### src/rtl/shreg_pkg.sv
package shreg_pkg;

  localparam int DEF_STAGES = 8;

  typedef enum logic [1:0] {
    OP_HOLD  = 2'd0,
    OP_LOAD  = 2'd1,
    OP_SHIFT = 2'd2
  } shreg_op_e;

  // NOR-combined clock: a rise of the OR of both requests.
  function automatic logic combined_rise(input logic a_now, input logic b_now,
                                         input logic or_prev);
    return (a_now | b_now) & ~or_prev;
  endfunction

endpackage

### src/rtl/shreg_sync.sv
module shreg_sync #(
  parameter int          WIDTH   = 1,
  parameter logic [WIDTH-1:0] RST_VAL = '0
) (
  input  logic             clk,
  input  logic             rst_n,
  input  logic [WIDTH-1:0] async_in,
  output logic [WIDTH-1:0] sync_out
);

  logic [WIDTH-1:0] meta_q;
  logic [WIDTH-1:0] sync_q;

  always_ff @(posedge clk) begin
    if (!rst_n) begin
      meta_q <= RST_VAL;
      sync_q <= RST_VAL;
    end else begin
      meta_q <= async_in;
      sync_q <= meta_q;
    end
  end

  assign sync_out = sync_q;

endmodule

### src/rtl/shreg_ctrl.sv
module shreg_ctrl
  import shreg_pkg::*;
(
  input  logic      clk,
  input  logic      rst_n,
  input  logic      load_n_s,
  input  logic      clk_a_s,
  input  logic      clk_b_s,
  output shreg_op_e op,
  output logic      shift_evt,
  output logic      load_act
);

  logic or_prev_q;

  always_ff @(posedge clk) begin
    if (!rst_n) or_prev_q <= 1'b0;
    else        or_prev_q <= clk_a_s | clk_b_s;
  end

  assign shift_evt = combined_rise(clk_a_s, clk_b_s, or_prev_q);
  assign load_act  = ~load_n_s;

  always_comb begin
    if (load_act)       op = OP_LOAD;
    else if (shift_evt) op = OP_SHIFT;
    else                op = OP_HOLD;
  end

endmodule

### src/rtl/shreg_core.sv
module shreg_core
  import shreg_pkg::*;
#(
  parameter int STAGES = DEF_STAGES
) (
  input  logic              clk,
  input  logic              rst_n,
  input  shreg_op_e         op,
  input  logic              ser_in,
  input  logic [STAGES-1:0] par_in,
  output logic [STAGES-1:0] stage_q
);

  localparam int LAST = STAGES - 1;

  logic [STAGES-1:0] stage_d;

  always_comb begin
    stage_d = stage_q;
    case (op)
      OP_LOAD:  stage_d = par_in;
      OP_SHIFT: begin
        stage_d[0] = ser_in;
        for (int i = 1; i <= LAST; i++) stage_d[i] = stage_q[i-1];
      end
      default:  stage_d = stage_q;
    endcase
  end

  always_ff @(posedge clk) begin
    if (!rst_n) stage_q <= '0;
    else        stage_q <= stage_d;
  end

endmodule

### src/rtl/pload_serial_shifter.sv
module pload_serial_shifter
  import shreg_pkg::*;
#(
  parameter int STAGES = DEF_STAGES
) (
  input  logic              clk,
  input  logic              rst_n,
  input  logic              load_n,
  input  logic              clk_a_req,
  input  logic              clk_b_req,
  input  logic              ser_in,
  input  logic [STAGES-1:0] par_in,
  output logic              q_last,
  output logic              q_last_n
);

  localparam int          NCTL    = 3;
  localparam logic [NCTL-1:0] CTL_IDLE = 3'b100;

  logic [NCTL-1:0]   ctl_s;
  logic              shift_evt;
  logic              load_act;
  shreg_op_e         op;
  logic [STAGES-1:0] stage_q;

  shreg_sync #(.WIDTH(NCTL), .RST_VAL(CTL_IDLE)) u_sync (
    .clk      (clk),
    .rst_n    (rst_n),
    .async_in ({load_n, clk_b_req, clk_a_req}),
    .sync_out (ctl_s)
  );

  shreg_ctrl u_ctrl (
    .clk       (clk),
    .rst_n     (rst_n),
    .load_n_s  (ctl_s[2]),
    .clk_a_s   (ctl_s[0]),
    .clk_b_s   (ctl_s[1]),
    .op        (op),
    .shift_evt (shift_evt),
    .load_act  (load_act)
  );

  shreg_core #(.STAGES(STAGES)) u_core (
    .clk     (clk),
    .rst_n   (rst_n),
    .op      (op),
    .ser_in  (ser_in),
    .par_in  (par_in),
    .stage_q (stage_q)
  );

  assign q_last   = stage_q[STAGES-1];
  assign q_last_n = ~stage_q[STAGES-1];

endmodule

### config.mk
export PLATFORM = sky130hd
export DESIGN_NAME = pload_serial_shifter
export DESIGN_NICKNAME = d
export VERILOG_FILES = /design/src/rtl/shreg_pkg.sv /design/src/rtl/shreg_sync.sv /design/src/rtl/shreg_ctrl.sv /design/src/rtl/shreg_core.sv /design/src/rtl/pload_serial_shifter.sv
export SDC_FILE = /design/constraint.sdc
export NUM_CORES = 1
export LEC_CHECK = 0
export ABC_CLOCK_PERIOD_IN_PS = 1250
export BUFFER_PORTS_ARGS = -buffer_cell sky130_fd_sc_hd__clkbuf_2
export CAP_MARGIN = 20
export CORE_MARGIN = 2
export CORE_UTILIZATION = 35
export DETAILED_ROUTE_END_ITERATION = 8
export GPL_TIMING_DRIVEN = 0
export PLACE_DENSITY = 0.67
export SETUP_SLACK_MARGIN = 0.05
export SLEW_MARGIN = 30
export SYNTH_ARGS = -nofsm -noshare
export SYNTH_HDL_FRONTEND = slang
export SYNTH_SLANG_ARGS = --single-unit
### constraint.sdc
create_clock -name clk -period 1.25 [get_ports clk]
set_clock_uncertainty 0.15 [all_clocks]
set_input_delay 0.25 -clock clk [delete_from_list [all_inputs] [get_ports clk]]
set_output_delay 0.25 -clock clk [all_outputs]
set_load 0.1 [all_outputs]
==> run metrics <==
outcome=complete, but fails checks; failing checks=negative setup slack; CTS Buf Count=3; Tmin final=1.34 ns; FF-to-FF End=u_core.stage_q[2]$_SDFFE_PN0P_; Final Hold Fails=0; Power Density=1270 nW/um^2; DP Area=644 um^2; clock transition at the registers of the reported paths=0.09 ns; synthesized area=542 um^2; CP Class=reg -> out; Post-Synthesis Cells=60; number of synthesized flops with an enable pin=0; Die X=43.3 um; via count=465; post-route cell area=724 um^2; drt drc=0; Buffers on Ports=15; CP Capture Type=output port; synth cell count leaders=16 x nand2_1, 15 x dfxtp_1, 8 x a31oi_1, 8 x o21ai_0, 4 x and2_1; row count=14; dpl cells=91; crit path DAT=0.94 ns; Setup violations, final=2; Post-DRT Antenna Nets=0; Detailed Place HPWL=663 um; initial antenna violation count=0; n_diodes=0; largest net degree at the start of global routing=11; Setup crit start kind=flip-flop; syn_area_per_cell=9.03 um^2; NumNets Final=95; clk_lat worst skew=0.28 ns; Worst Setup SP=u_core.stage_q[7]$_SDFFE_PN0P_; height of the die=43.3 um; vias in the first global route=362; post-CTS setup repair buffer count=0; Synth area leaders=dfxtp_1 55%, nand2_1 11%, a31oi_1 9.2%, o21ai_0 7.4%, and2_1 4.6%; Final WS setup=-0.0860 ns; clock tree sinks=15; non-filler cells in the finished layout=96; total wire length=968 um; Critical Path Sink=q_last_n; Slew headroom=0.846; wire per inst=10.1 um; Top FF cell, synth=dfxtp_1; worst vdd ir=0.417 mV; FF+latch count, synth=15; sequential-to-total area share from yosys stat=0.554; DRT Pass-1 Iters=4; Synth Warn #=0; Core ar.=1470 um^2; Initial Util=0.368; area leader, netlist=dfxtp_1; Synth Net Count=74; Max FO, Critical Path=3; RR Startpoint=u_ctrl.or_prev_q$_SDFF_PN0_; top-area cell type share of the netlist area=0.554; worst-margin pin slew=0.231 ns; min-delay src=clk_b_req; Slew Limit Fails=0; LEAKAGE=0.292 nW; CTS max path bufs=2; Max Cap Viol=0; H-tree Lvls=1; Util after Layout=0.492; drt initial violations=18; IO Pins=16; final worst path period share=1.07; Required @ worst endpoint=0.85 ns; via/cell ratio=4.84; Hold WC Path Type=in -> reg; R2R cell count=4; die area=1880 um^2; TritonCTS clock tree=yes; fraction of layout cells with a size suffix above 1=0.363; Area growth syn-to-layout=33.7%; Netlist cell types=12; GP Congestion=0.731; asr flop ratio synth=0; first-pass GRT wire length=1.59 mm; most common cell in the netlist=nand2_1; CTS root buffer=clkbuf_4; grt ovf=0; flop-to-flop setup slack=0.15 ns; fmax=748 MHz; RSZ-0062 raised after global routing=yes; all-layer global routing usage=0.118
[routing by layer]
metal | track usage | vias up | wire [um]
met3 | 0.0250 | 4 | 45
met1 | 0.161 | 199 | 500
met2 | 0.161 | 14 | 397
met5 | 0 | - | 0
li1 | - | 248 | -
met4 | 0.0909 | 0 | 23
[placed cells by master (no fill, tap or decap)]
| cell | count |
|---|---|
| o21ba_2 | 1 |
| nand2b_1 | 2 |
| nand2_1 | 16 |
| clkbuf_8 | 1 |
| dfxtp_2 | 3 |
| clkinvlp_4 | 1 |
| clkbuf_2 | 13 |
| o21a_1 | 1 |
| clkbuf_4 | 4 |
| clkinv_2 | 1 |
| dlygate4sd3_1 | 1 |
| o21bai_4 | 1 |
| clkbuf_16 | 1 |
| dfxtp_4 | 1 |
| a31oi_1 | 8 |
| o21ai_0 | 8 |
| and2_1 | 4 |
| dfxtp_1 | 11 |
| buf_6 | 1 |
| buf_2 | 1 |
[power by group]
| part | switching [mW] | total, mW | internal [mW] | leakage (nW) |
|---|---|---|---|---|
| Clock | 0.148 | 0.267 | 0.119 | 0.0177 |
| Sequential | 0.0159 | 0.521 | 0.505 | 0.125 |
| Combinational | 0.0690 | 0.130 | 0.0607 | 0.149 |
| Total | 0.233 | 0.917 | 0.684 | 0.292 |
[worst max-delay path, stage by stage (launching register included)]
cell and delay, ns:
dfxtp_4 0.38, clkinvlp_4 0.08, clkbuf_16 0.19
[cell type report]
cell class              count  area (um^2)
fillers                   151          747
flip-flops and latches     15          308
multi-input cells          41          224
repair buffers             16          114
plain buffers               3         23.8
clock buffers               3         22.5
well taps                  16         20.0
inverters                   1         7.51
clock inverters             1         5.00
[cells by family after synthesis]
kind of cell           count (synthesis)  share of synthesized area
flip-flops                            15                      0.554
AO/OA/AOI/OAI                         19                      0.219
AND/OR/NAND/NOR                       22                      0.180
buffers and inverters                  4                     0.0462
[worst min path at each step]
stage	cells past startpoint	slack, ns	end
2_1_floorplan	1	0.17	u_sync.meta_q[2]$_SDFF_PN1_
3_3_place_gp	1	0.24	u_sync.sync_out[2]$_SDFF_PN1_
3_5_place_dp	1	0.25	u_sync.sync_out[2]$_SDFF_PN1_
4_1_cts	2	0.02	u_sync.meta_q[1]$_SDFF_PN0_
5_1_grt	2	0.02	u_sync.meta_q[1]$_SDFF_PN0_
6_report	2	0.02	u_sync.meta_q[1]$_SDFF_PN0_
[timing repair]
action                                  4_1_cts  5_1_grt
endpoints found under the setup margin        2       10
endpoints found under the hold margin         1        0
gates resized for setup                       5        5
hold buffers                                  1        0
cloned                                        0        0
[state kept, by name (all words and copies together) (netlist names)]
register          cells
u_ctrl.or_prev_q      1
u_sync.meta_q         3
u_sync.sync_out       3
u_core.stage_q        8
[per-stage QoR]
step           worst slack, ns  hold slack [ns]  power (mW)  TNS [ns]
2_1_floorplan           -0.183            0.173       0.607    -0.183
3_3_place_gp            0.0304            0.240       0.642         0
3_5_place_dp            0.0248            0.246       0.643         0
4_1_cts                -0.0975           0.0156       0.924    -0.152
5_1_grt                 -0.132           0.0210       0.964    -0.207
6_report               -0.0860           0.0200       0.917    -0.130
Note: power is estimated with default switching activity, not from simulation.
